===== src/rtl/ir_rx_pkg.sv =====
package ir_rx_pkg;
  localparam int unsigned CNT_W  = 16;
  localparam int unsigned ADDR_W = 4;
  localparam int unsigned IRQ_W  = 4;
  localparam int unsigned LVL_W  = 8;

  typedef logic [CNT_W-1:0] tick_cnt_t;

  typedef struct packed {
    tick_cnt_t mark;
    tick_cnt_t period;
  } sym_entry_t;

  localparam logic [ADDR_W-1:0] A_CTRL   = 4'd0;
  localparam logic [ADDR_W-1:0] A_DIV    = 4'd1;
  localparam logic [ADDR_W-1:0] A_MAXP   = 4'd2;
  localparam logic [ADDR_W-1:0] A_GLITCH = 4'd3;
  localparam logic [ADDR_W-1:0] A_IEN    = 4'd4;
  localparam logic [ADDR_W-1:0] A_ISTAT  = 4'd5;
  localparam logic [ADDR_W-1:0] A_ICLR   = 4'd6;
  localparam logic [ADDR_W-1:0] A_RXSTAT = 4'd7;
  localparam logic [ADDR_W-1:0] A_MARK   = 4'd8;
  localparam logic [ADDR_W-1:0] A_PERIOD = 4'd9;

  localparam int unsigned IRQ_RX   = 0;
  localparam int unsigned IRQ_LAST = 1;
  localparam int unsigned IRQ_OVR  = 2;
  localparam int unsigned IRQ_FULL = 3;

  localparam tick_cnt_t MAXP_RST = 16'h5000;

  function automatic tick_cnt_t sat_inc(tick_cnt_t v);
    return (v == '1) ? v : v + 1'b1;
  endfunction
endpackage


===== src/rtl/ir_tick_gen.sv =====
module ir_tick_gen #(
  parameter int unsigned DIV_W = 16
) (
  input  logic             clk_i,
  input  logic             rst_ni,
  input  logic             en_i,
  input  logic [DIV_W-1:0] div_i,
  output logic             tick_o
);
  logic [DIV_W-1:0] cnt_q;
  logic [DIV_W-1:0] last;
  logic             wrap;

  assign last   = (div_i == '0) ? '0 : div_i - 1'b1;
  assign wrap   = (cnt_q >= last);
  assign tick_o = en_i & wrap;

  always_ff @(posedge clk_i or negedge rst_ni) begin
    if (!rst_ni)             cnt_q <= '0;
    else if (!en_i || wrap)  cnt_q <= '0;
    else                     cnt_q <= cnt_q + 1'b1;
  end
endmodule


===== src/rtl/ir_glitch_filter.sv =====
module ir_glitch_filter #(
  parameter int unsigned W = 16
) (
  input  logic         clk_i,
  input  logic         rst_ni,
  input  logic         en_i,
  input  logic         tick_i,
  input  logic         raw_i,
  input  logic         invert_i,
  input  logic [W-1:0] min_w_i,
  output logic         level_o
);
  logic [1:0]   sync_q;
  logic         lvl_q;
  logic [W-1:0] run_q;
  logic         smp;
  logic         hit;

  assign smp     = sync_q[1] ^ invert_i;
  assign hit     = ({1'b0, run_q} + 1'b1) >= {1'b0, min_w_i};
  assign level_o = lvl_q;

  always_ff @(posedge clk_i or negedge rst_ni) begin
    if (!rst_ni) begin
      sync_q <= '0;
      lvl_q  <= 1'b0;
      run_q  <= '0;
    end else begin
      sync_q <= {sync_q[0], raw_i};
      if (!en_i) begin
        lvl_q <= 1'b0;
        run_q <= '0;
      end else if (tick_i) begin
        if (smp == lvl_q) begin
          run_q <= '0;
        end else if (hit) begin
          lvl_q <= smp;
          run_q <= '0;
        end else begin
          run_q <= run_q + 1'b1;
        end
      end
    end
  end
endmodule


===== src/rtl/ir_sym_meter.sv =====
module ir_sym_meter
  import ir_rx_pkg::*;
(
  input  logic       clk_i,
  input  logic       rst_ni,
  input  logic       en_i,
  input  logic       tick_i,
  input  logic       level_i,
  input  tick_cnt_t  max_per_i,
  output logic       push_o,
  output sym_entry_t entry_o,
  output logic       last_o
);
  typedef enum logic [1:0] {S_IDLE, S_MARK, S_SPACE} meter_st_e;

  meter_st_e st_q;
  tick_cnt_t mark_q, per_q;
  logic      lvl_q;
  logic      rise, tmo;

  assign rise = tick_i & level_i & ~lvl_q;
  assign tmo  = tick_i & ~rise & (st_q == S_SPACE) & (per_q >= max_per_i);

  assign push_o         = (rise & (st_q == S_SPACE)) | tmo;
  assign last_o         = tmo;
  assign entry_o.mark   = mark_q;
  assign entry_o.period = tmo ? '1 : per_q;

  always_ff @(posedge clk_i or negedge rst_ni) begin
    if (!rst_ni) begin
      st_q   <= S_IDLE;
      mark_q <= '0;
      per_q  <= '0;
      lvl_q  <= 1'b0;
    end else if (!en_i) begin
      st_q   <= S_IDLE;
      mark_q <= '0;
      per_q  <= '0;
      lvl_q  <= 1'b0;
    end else if (tick_i) begin
      lvl_q <= level_i;
      if (rise) begin
        st_q   <= S_MARK;
        mark_q <= tick_cnt_t'(1);
        per_q  <= tick_cnt_t'(1);
      end else begin
        unique case (st_q)
          S_MARK: begin
            per_q <= sat_inc(per_q);
            if (level_i) mark_q <= sat_inc(mark_q);
            else         st_q   <= S_SPACE;
          end
          S_SPACE: begin
            if (tmo) st_q  <= S_IDLE;
            else     per_q <= sat_inc(per_q);
          end
          default: ;
        endcase
      end
    end
  end
endmodule


===== src/rtl/ir_cap_fifo.sv =====
module ir_cap_fifo #(
  parameter int unsigned DEPTH = 8,
  parameter int unsigned W     = 32,
  localparam int unsigned AW   = (DEPTH > 1) ? $clog2(DEPTH) : 1,
  localparam int unsigned CW   = $clog2(DEPTH + 1)
) (
  input  logic          clk_i,
  input  logic          rst_ni,
  input  logic          flush_i,
  input  logic          push_i,
  input  logic [W-1:0]  data_i,
  input  logic          pop_i,
  output logic [W-1:0]  head_o,
  output logic [CW-1:0] count_o,
  output logic          full_o,
  output logic          empty_o,
  output logic          overflow_o
);
  logic [W-1:0]  mem_q [DEPTH];
  logic [AW-1:0] wp_q, rp_q;
  logic [CW-1:0] cnt_q;
  logic          do_push, do_pop;

  assign full_o     = (cnt_q == CW'(DEPTH));
  assign empty_o    = (cnt_q == '0);
  assign do_push    = push_i & ~full_o;
  assign do_pop     = pop_i & ~empty_o;
  assign overflow_o = push_i & full_o;
  assign head_o     = mem_q[rp_q];
  assign count_o    = cnt_q;

  function automatic logic [AW-1:0] nxt(logic [AW-1:0] p);
    return (p == AW'(DEPTH - 1)) ? '0 : p + 1'b1;
  endfunction

  always_ff @(posedge clk_i) begin
    if (do_push && !flush_i) mem_q[wp_q] <= data_i;
  end

  always_ff @(posedge clk_i or negedge rst_ni) begin
    if (!rst_ni) begin
      wp_q  <= '0;
      rp_q  <= '0;
      cnt_q <= '0;
    end else if (flush_i) begin
      wp_q  <= '0;
      rp_q  <= '0;
      cnt_q <= '0;
    end else begin
      if (do_push) wp_q <= nxt(wp_q);
      if (do_pop)  rp_q <= nxt(rp_q);
      cnt_q <= cnt_q + CW'(do_push) - CW'(do_pop);
    end
  end
endmodule


===== src/rtl/ir_sym_capture.sv =====
module ir_sym_capture
  import ir_rx_pkg::*;
#(
  parameter int unsigned DEPTH = 8
) (
  input  logic              clk_i,
  input  logic              rst_ni,
  input  logic              rx_i,
  input  logic              reg_we_i,
  input  logic              reg_re_i,
  input  logic [ADDR_W-1:0] reg_addr_i,
  input  logic [CNT_W-1:0]  reg_wdata_i,
  output logic [CNT_W-1:0]  reg_rdata_o,
  output logic              irq_o
);
  localparam int unsigned CNT_FW  = $clog2(DEPTH + 1);
  localparam int unsigned ENTRY_W = 2 * CNT_W;
  localparam int unsigned LVL_LO  = CNT_W - LVL_W;

  logic             rx_en_q, inv_q;
  tick_cnt_t        div_q, maxp_q, glitch_q, mark_rd_q;
  logic [IRQ_W-1:0] ien_q, irq_stat_q, stat_set, stat_clr;

  logic             tick, level;
  logic             sym_push, sym_last;
  sym_entry_t       sym_entry, head;
  tick_cnt_t        sym_mark, sym_per;
  logic [ENTRY_W-1:0] head_raw;
  logic [CNT_FW-1:0]  fifo_count;
  logic             fifo_full, fifo_empty, fifo_ovf, fifo_pop, fifo_push_ok;

  assign sym_mark = sym_entry.mark;
  assign sym_per  = sym_entry.period;
  assign head     = sym_entry_t'(head_raw);

  ir_tick_gen #(.DIV_W(CNT_W)) u_tick (
    .clk_i (clk_i),
    .rst_ni(rst_ni),
    .en_i  (rx_en_q),
    .div_i (div_q),
    .tick_o(tick)
  );

  ir_glitch_filter #(.W(CNT_W)) u_filt (
    .clk_i   (clk_i),
    .rst_ni  (rst_ni),
    .en_i    (rx_en_q),
    .tick_i  (tick),
    .raw_i   (rx_i),
    .invert_i(inv_q),
    .min_w_i (glitch_q),
    .level_o (level)
  );

  ir_sym_meter u_meter (
    .clk_i    (clk_i),
    .rst_ni   (rst_ni),
    .en_i     (rx_en_q),
    .tick_i   (tick),
    .level_i  (level),
    .max_per_i(maxp_q),
    .push_o   (sym_push),
    .entry_o  (sym_entry),
    .last_o   (sym_last)
  );

  assign fifo_pop     = reg_re_i & (reg_addr_i == A_PERIOD) & ~fifo_empty;
  assign fifo_push_ok = sym_push & ~fifo_full;

  ir_cap_fifo #(.DEPTH(DEPTH), .W(ENTRY_W)) u_fifo (
    .clk_i     (clk_i),
    .rst_ni    (rst_ni),
    .flush_i   (~rx_en_q),
    .push_i    (sym_push),
    .data_i    (sym_entry),
    .pop_i     (fifo_pop),
    .head_o    (head_raw),
    .count_o   (fifo_count),
    .full_o    (fifo_full),
    .empty_o   (fifo_empty),
    .overflow_o(fifo_ovf)
  );

  // configuration registers
  always_ff @(posedge clk_i or negedge rst_ni) begin
    if (!rst_ni) begin
      rx_en_q  <= 1'b0;
      inv_q    <= 1'b0;
      div_q    <= tick_cnt_t'(1);
      maxp_q   <= MAXP_RST;
      glitch_q <= '0;
      ien_q    <= '0;
    end else if (reg_we_i) begin
      unique case (reg_addr_i)
        A_CTRL:   {inv_q, rx_en_q} <= reg_wdata_i[1:0];
        A_DIV:    div_q    <= reg_wdata_i;
        A_MAXP:   maxp_q   <= reg_wdata_i;
        A_GLITCH: glitch_q <= reg_wdata_i;
        A_IEN:    ien_q    <= reg_wdata_i[IRQ_W-1:0];
        default: ;
      endcase
    end
  end

  always_comb begin
    stat_set           = '0;
    stat_set[IRQ_RX]   = fifo_push_ok;
    stat_set[IRQ_LAST] = fifo_push_ok & sym_last;
    stat_set[IRQ_OVR]  = fifo_ovf;
    stat_set[IRQ_FULL] = fifo_full;
    stat_clr = (reg_we_i && reg_addr_i == A_ICLR) ? reg_wdata_i[IRQ_W-1:0] : '0;
  end

  always_ff @(posedge clk_i or negedge rst_ni) begin
    if (!rst_ni)       irq_stat_q <= '0;
    else if (!rx_en_q) irq_stat_q <= '0;
    else               irq_stat_q <= (irq_stat_q & ~stat_clr) | stat_set;
  end

  always_ff @(posedge clk_i or negedge rst_ni) begin
    if (!rst_ni)       mark_rd_q <= '0;
    else if (fifo_pop) mark_rd_q <= head.mark;
  end

  assign irq_o = |(irq_stat_q & ien_q);

  always_comb begin
    reg_rdata_o = '0;
    unique case (reg_addr_i)
      A_CTRL:   reg_rdata_o = {{(CNT_W-2){1'b0}}, inv_q, rx_en_q};
      A_DIV:    reg_rdata_o = div_q;
      A_MAXP:   reg_rdata_o = maxp_q;
      A_GLITCH: reg_rdata_o = glitch_q;
      A_IEN:    reg_rdata_o = {{(CNT_W-IRQ_W){1'b0}}, ien_q};
      A_ISTAT:  reg_rdata_o = {{(CNT_W-IRQ_W){1'b0}}, irq_stat_q};
      A_RXSTAT: begin
        reg_rdata_o[CNT_W-1:LVL_LO] = {{(LVL_W-CNT_FW){1'b0}}, fifo_count};
        reg_rdata_o[IRQ_OVR]        = irq_stat_q[IRQ_OVR];
      end
      A_MARK:   reg_rdata_o = mark_rd_q;
      A_PERIOD: reg_rdata_o = fifo_empty ? '0 : head.period;
      default:  reg_rdata_o = '0;
    endcase
  end
endmodule


===== config.mk =====
export PLATFORM = sky130hd
export DESIGN_NAME = ir_sym_capture
export DESIGN_NICKNAME = d
export VERILOG_FILES = /design/src/rtl/ir_rx_pkg.sv /design/src/rtl/ir_tick_gen.sv /design/src/rtl/ir_glitch_filter.sv /design/src/rtl/ir_sym_meter.sv /design/src/rtl/ir_cap_fifo.sv /design/src/rtl/ir_sym_capture.sv
export SDC_FILE = /design/constraint.sdc
export NUM_CORES = 1
export LEC_CHECK = 0
export ABC_AREA = 1
export BUFFER_PORTS_ARGS = -buffer_cell sky130_fd_sc_hd__clkbuf_2
export CORE_MARGIN = 4
export CORE_UTILIZATION = 50
export CTS_BUF_LIST = sky130_fd_sc_hd__clkbuf_8
export CTS_CLUSTER_DIAMETER = 100
export DETAILED_ROUTE_END_ITERATION = 7
export PLACE_DENSITY = 0.67
export SLEW_MARGIN = 20
export SYNTH_ARGS = -nofsm -noshare
export SYNTH_HDL_FRONTEND = slang
export SYNTH_SLANG_ARGS = --single-unit

===== constraint.sdc =====
create_clock -name clk_i -period 5.5 [get_ports clk_i]
set_clock_uncertainty 0.05 [all_clocks]
set_input_delay 1.1 -clock clk_i [delete_from_list [all_inputs] [get_ports clk_i]]
set_output_delay 1.1 -clock clk_i [all_outputs]
set_load 0.01 [all_outputs]

Word-level counts from Yosys, hierarchy flattened
Memory sizes are Yosys's and may differ from the RTL's.
Cells that the tools add are included.
{"block": "totals", "regBits": 154, "mem_bits_rw": 256, "out_inout_bits": 17, "elab_cells": 150, "n_memories": 1}
{"block": "op_classes", "addsub": 10, "magnitude_cmp": 3, "n_eq_ne": 29, "n_mux": 47, "n_bitwise": 23, "n_reduce_logical": 18}
{"memory": "u_fifo.mem_q", "depth": 8, "width": 32, "rd": 1, "rd_ports_with_merged_regs": 0, "write_ports": 1, "line_no": "ir_cap_fifo.sv:19", "text": "logic [W-1:0] mem_q [DEPTH];"}
{"cell": "$mux W16", "n": 19}
{"cell": "$add A16 B1 Y16 const B", "n": 4}
{"cell": "$pmux W8 S6", "n": 1}
{"cell": "$pmux W5 S7", "n": 1}
{"cell": "$eq A16 B16 Y1 const B", "n": 2}
{"cell": "$ge A16 B16 Y1", "n": 2}
{"cell": "$pmux W16 S2", "n": 1}
{"cell": "$mux W3", "n": 6}
{"cell": "$add A16 B1 Y17 const B", "n": 1}
{"cell": "$ge A17 B16 Y1", "n": 1}
{"cell": "$eq A4 B3 Y1 const B", "n": 4}
{"cell": "$logic_not A16 Y1", "n": 1}
{"cell": "$pmux W2 S8", "n": 1}
{"cell": "$sub A16 B1 Y16 const B", "n": 1}
{"cell": "$and A1 B1 Y1", "n": 13}
{"cell": "$eq A4 B4 Y1 const B", "n": 3}
{"cell": "$mux W4", "n": 3}
{"cell": "$ne A4 B3 Y1 const B", "n": 3}
{"cell": "$mux W2", "n": 5}
{"cell": "$reduce_and A2 Y1", "n": 5}
{"cell": "$and A4 B4 Y4", "n": 2}
{"cell": "$eq A4 B2 Y1 const B", "n": 2}
{"cell": "$logic_not A4 Y1", "n": 2}
{"cell": "$mux W1", "n": 8}
{"cell": "27 further kinds", "n": 39}

Depth between registers and ports, before layout
{"block": "logic_depth", "ltp_word": 15, "depth_mapped": 30, "mapped_depth_nobuf": 28}

Hierarchy
Synthesis repeated with hierarchy kept, for this count alone.
{"block": "unflattened", "cells_unflattened": 2577, "hier_area_um2": 21650.8}
{"module": "ir_cap_fifo", "instances": 1, "cells_per_inst": 1200, "area_each_um2": 11786.3}
{"module": "ir_sym_capture", "instances": 1, "cells_per_inst": 496, "area_each_um2": 3657.3}
{"module": "ir_sym_meter", "instances": 1, "cells_per_inst": 424, "area_each_um2": 2880.3}
{"module": "ir_tick_gen", "instances": 1, "cells_per_inst": 239, "area_each_um2": 1684.1}
{"module": "ir_glitch_filter", "instances": 1, "cells_per_inst": 218, "area_each_um2": 1642.8}

Worst setup path after synthesis
OpenSTA, ideal clock, no wires.
{"block": "synth_path", "kind": "register to register", "startpoint": "register div_q[2]", "endpoint": "memory u_fifo.mem_q[6][0] (enable)", "setup_ns": 0.461, "t_arrival_ns": 5.152, "required_ns": 4.989, "setup_slack_ns": -0.163, "path_stages_with_launch": 22, "period_less_slack_ns": 5.663, "path_cell_list": "dfrtp_1 -> nor2_1 -> nand2_1 -> nor3_2 -> nand2_1 -> nor3_2 -> nand2_1 -> nor4_2 -> xor2_1 -> nand2_1 -> ha_1 -> a21oi_1 -> o21ai_1 -> nor2_2 -> nand2_4 -> nand3_4 -> buf_6 -> nand4_4 -> nand2_4 -> nand2_4 -> buf_6 -> nor3_1"}
{"block": "synth_via", "elab_chain_cells": 15, "elab_cells_between_ends": 17, "classes_between": "add/sub (1); order compare (1); mux (3); bitwise (10); reduce/logical (2)"}
{"element": "start: declaration", "line_no": "ir_sym_capture.sv:21", "text": "tick_cnt_t div_q, maxp_q, glitch_q, mark_rd_q;"}
{"element": "start signal: assignment", "line_no": "ir_sym_capture.sv:89", "text": "div_q <= tick_cnt_t'(1);"}
{"element": "start signal: assignment", "line_no": "ir_sym_capture.sv:96", "text": "A_DIV: div_q <= reg_wdata_i;"}
{"element": "$sub A16 B1 Y16 or $logic_not A16 Y1 (tied branches)", "line_no": "ir_tick_gen.sv:14", "text": "assign last = (div_i == '0) ? '0 : div_i - 1'b1;"}
{"element": "$mux W16 (*)", "line_no": "ir_tick_gen.sv:14"}
{"element": "$ge A16 B16 Y1 (*)", "line_no": "ir_tick_gen.sv:15", "text": "assign wrap = (cnt_q >= last);"}
{"element": "$and A1 B1 Y1 (*)", "line_no": "ir_tick_gen.sv:16", "text": "assign tick_o = en_i & wrap;"}
{"element": "$and A1 B1 Y1 (2 in a row)", "line_no": "ir_sym_meter.sv:21", "text": "assign rise = tick_i & level_i & ~lvl_q;"}
{"element": "$not A1 Y1", "line_no": "ir_sym_meter.sv:22", "text": "assign tmo = tick_i & ~rise & (st_q == S_SPACE) & (per_q >= max_per_i);"}
{"element": "$and A1 B1 Y1 (3 in a row)", "line_no": "ir_sym_meter.sv:22"}
{"element": "$or A1 B1 Y1 (*)", "line_no": "ir_sym_meter.sv:24", "text": "assign push_o = (rise & (st_q == S_SPACE)) | tmo;"}
{"element": "$and A1 B1 Y1 (*)", "line_no": "ir_cap_fifo.sv:26", "text": "assign do_push = push_i & ~full_o;"}
{"element": "$logic_and A1 B1 Y1 (*)", "line_no": "ir_cap_fifo.sv:37", "text": "if (do_push && !flush_i) mem_q[wp_q] <= data_i;"}
{"element": "$mux W1 (*)", "line_no": "ir_cap_fifo.sv:37"}
{"element": "$mux W1 (implied by the code) (*)", "line_no": "ir_cap_fifo.sv:37"}
{"element": "end: declaration", "line_no": "ir_cap_fifo.sv:19"}
Every way passes the cells marked *; elsewhere a longest branch is shown, timed or not.

Worst setup path after layout
{"block": "layout_path", "startpoint": "register u_fifo.rp_q[0]", "endpoint": "output port reg_rdata_o[2]"}
{"block": "layout_via", "elab_chain_cells": 3}
{"element": "start: declaration", "line_no": "ir_cap_fifo.sv:20", "text": "logic [AW-1:0] wp_q, rp_q;"}
{"element": "start signal: assignment", "line_no": "ir_cap_fifo.sv:51", "text": "if (do_pop) rp_q <= nxt(rp_q);"}
{"element": "$mem_v2 Z8 W32"}
{"element": "$mux W16", "line_no": "ir_sym_capture.sv:141", "text": "A_PERIOD: reg_rdata_o = fifo_empty ? '0 : head.period;"}
{"element": "$pmux W1 S7", "line_no": "ir_sym_capture.sv:129", "text": "unique case (reg_addr_i)"}
{"element": "end: declaration", "line_no": "ir_sym_capture.sv:13", "text": "output logic [CNT_W-1:0] reg_rdata_o,"}
No other way between the ends.

==> results.yml <==
setup_path:
  crit_path_cell_trace: "clkinv_2 -> buf_4 -> o21ai_0 -> o22ai_1 -> o211ai_1 -> o2111ai_1 -> clkbuf_2"
  crit_fanout: 62
  critPathMaxStageDelay_ns: 0.81
  r2r_cells: 24
  crit_start: "u_fifo.rp_q[0]"
  cp.arrival_ns: 3.45
  end_kind: "primary output"
  cp_data_required_time_ns: 4.35
  crit-reg2reg-launch: "div_q[2]"
  critPathSlowestCell: "dfrtp_4"
  start_kind: "flop"
  criticalPathCategory: "reg -> out"
clock_network:
  clk_latency_ns: 0.61
  postCtsSetupRepairBufs: 0
  post_cts_resize_count: 0
  htree_levels: 3
  clockBufferDepth: 3
  cts_hold_buf: 0
  cts_sinks: 410
  clk_pin_slew_worst_paths_ns: 0.06
  cts_tree: "done"
  numCtsBuffers: 70
  root_buffer: "clkbuf_8"
synth:
  synth-main-ff-cell: "edfxtp_1"
  yosysTopAreaCell: "edfxtp_1"
  synthTopCellsByCount: "nand2_1, edfxtp_1, o21ai_0, nor2_1, inv_1"
  yosysSeqAreaShare_pct: 59.5
  ys_seq_elements: 410
  synth_edf_count: 256
  ys_async_sr_fraction_pct: 37.6
  synth.area.top_cells: "edfxtp_1, dfrtp_1, o21ai_0, nand2_1, ha_1"
  syn_avg_cell_area_um2: 10.1
  syn_area_um2: 19400
  synth_top_area_share_pct: 39.6
  ys_warn_count: 0
  ys_types: 57
  synth_most_common_cell: "nand2_1"
  syn-num-nets: 2011
  synth_cells: 1921
place:
  place_area_um2: 20100
  portBuffers: 41
  hpwl_mm: 34.4
  routabilityCongestion: 0.892
die:
  dieHeight_um: 205
  start_util_pct: 51.0
  rows: 71
  design.die.area_um2: 42000
  core_area_um2: 38000
  io_pins: 42
  die_w_um: 205
run:
  drv_cap: 0
sta:
  finalHoldViolations: 0
  fin_crit_sh_pct: 83.6
  setup_violations: 0
  fmax_ghz: 0.217
  whs_ns: 0.372
  rsz0062_at_grt: "false"
  fin_crit_ns: 4.60
  slew_headroom_pct: 37.1
  finalMaxSlewViolations: 0
  tightest_slew_ns: 0.941
power_and_ir_drop:
  p_leak_nw: 8.75
  power_switching_mw: 2.18
  seq_power_share_pct: 49.0
  powerDensity_nw_per_um2: 339
  switching_share_pct: 29.9
  comb_power_share_pct: 14.3
  p_int_mw: 5.11
  total_power_mw: 7.29
  p_clk_share_pct: 36.7
  max-vdd-ir-drop_uv: 178
drt:
  routedWlPerCell_um: 20.3
  drt_first_iter_violations: 1518
  routed_via_density: 5.64
  drc: 0
  drt_wl_total_mm: 51.6
  dr_total_vias: 14300
  firstDrtPassIters: 5
  postRouteAntennaNets: 0
finish:
  final_cell_area_um2: 21500
  area_growth_pct: 10.7
  n_antenna_cell: 0
  drive_gt1_share_pct: 11.5
  utilization_pct: 56.5
  nets: 2066
global_routing:
  grt_pass1_wl_mm: 80.5
  gr-total-overflow: 0
  grt_pass1_vias: 14000
  grtUsageMet1_pct: 34.6
  grt_max_degree: 88
  antenna_found_initial: 0
  busiest_layer: "met2"
  grt.total_usage_pct: 24.8
  met2_usage_pct: 37.5
  globalRouteMet3Util_pct: 4.95
min_path:
  hold-path-cell-count: 0
  hold_start: "u_filt.sync_q[0]"
  min-delay-path-class: "reg -> reg"
run_status:
  status: "complete, no violations"
[cells by family (layout without fill, tap and decap cells)]
group | Yosys count | after routing | share of synthesized area, %
flip-flops | 410 | 410 | 59.5
AND/OR/NAND/NOR | 711 | 711 | 16.1
XOR/XNOR | 39 | 39 | 1.76
buffers and inverters | 274 | 383 | 5.59
AO/OA/AOI/OAI | 422 | 422 | 12.8
adder cells (fa/ha/maj) | 65 | 65 | 4.23
[worst paths after layout]
kind / endpoint / slack (ns)
setup / recovery: reg_rdata_o[2] / 0.90
hold / removal: u_filt.sync_q[1] / 0.37
setup reg to reg: u_fifo.count_o[2] / 0.96
hold reg to reg: u_filt.sync_q[1] / 0.37
max in group asynchronous: u_meter.mark_q[13] / 3.85
min in group asynchronous: u_filt.run_q[7] / 0.52
[power by group through the flow]
stage	clock (mW)	combinational, mW	sequential [mW]
2_1_floorplan	0	0.785	3.52
3_3_place_gp	0	1.01	3.62
3_5_place_dp	0	1.03	3.63
4_1_cts	2.72	1.04	3.57
5_1_grt	2.89	1.17	3.59
6_report	2.68	1.04	3.57
[final cells by class]
class	count	area, um2
multi-input combinational	1237	6820
fill	3346	16500
inverter	191	719
clock buffer	76	1050
tap	511	639
sequential	410	11500
clock inverter	50	310
timing repair buffer	66	399
[sequential cells by signal (all words and copies together) (netlist names), 2 cells and up]
register / flops
u_fifo.rp_q: 3
div_q: 16
u_fifo.wp_q: 3
u_fifo.mem_q: 256
glitch_q: 16
ien_q: 4
u_meter.st_q: 2
u_filt.run_q: 16
u_tick.cnt_q: 16
u_meter.mark_q: 16
maxp_q: 16
irq_stat_q: 4
u_meter.per_q: 16
u_fifo.count_o: 4
mark_rd_q: 16
u_filt.sync_q: 2
[routing by layer]
| metal | vias up | part of all wire, % |
|---|---|---|
| li1 | 6800 | - |
| met1 | 6861 | 43 |
| met2 | 541 | 45 |
| met3 | 121 | 7.6 |
| met4 | 0 | 4.6 |
| met5 | - | 0 |
[stage by stage]
stage | worst slack (ns) | setup TNS [ns] | std cells
2_1_floorplan | -0.163 | -41.79 | 1921
3_3_place_gp | 1.12 | 0 | 2415
3_5_place_dp | 0.966 | 0 | 2415
4_1_cts | 0.841 | 0 | 2541
5_1_grt | 0.548 | 0 | 2541
6_report | 0.902 | 0 | 2541
[placed cells by master (no fill, tap or decap), types with 3 or more instances in the layout]
master,n
clkbuf_8,76
clkinv_2,8
o21ai_0,238
a221oi_1,10
buf_4,25
clkinv_1,17
clkbuf_2,40
xor2_1,29
nor4_1,8
inv_1,200
nor2_2,6
nand2_1,307
nand2_2,8
dfstp_2,3
o22ai_1,31
xnor2_1,10
nand4_1,18
nor3_2,12
nor2_1,211
inv_2,8
nor3_1,29
nand3_2,5
nand2_4,4
dfrtp_1,149
ha_1,64
bufinv_16,3
o21ai_1,9
o221ai_1,44
or2_2,8
o21ai_2,11
nand3_1,83
a21oi_1,45
edfxtp_1,256
o211ai_1,20
[critical path: cells and delay by family, from the launching register on]
kind            cells  cell delay [ns]
compound gates      4             0.90
flops               1             0.81
buf+inv             3             1.10
Note: power is estimated with default switching activity, not from simulation.
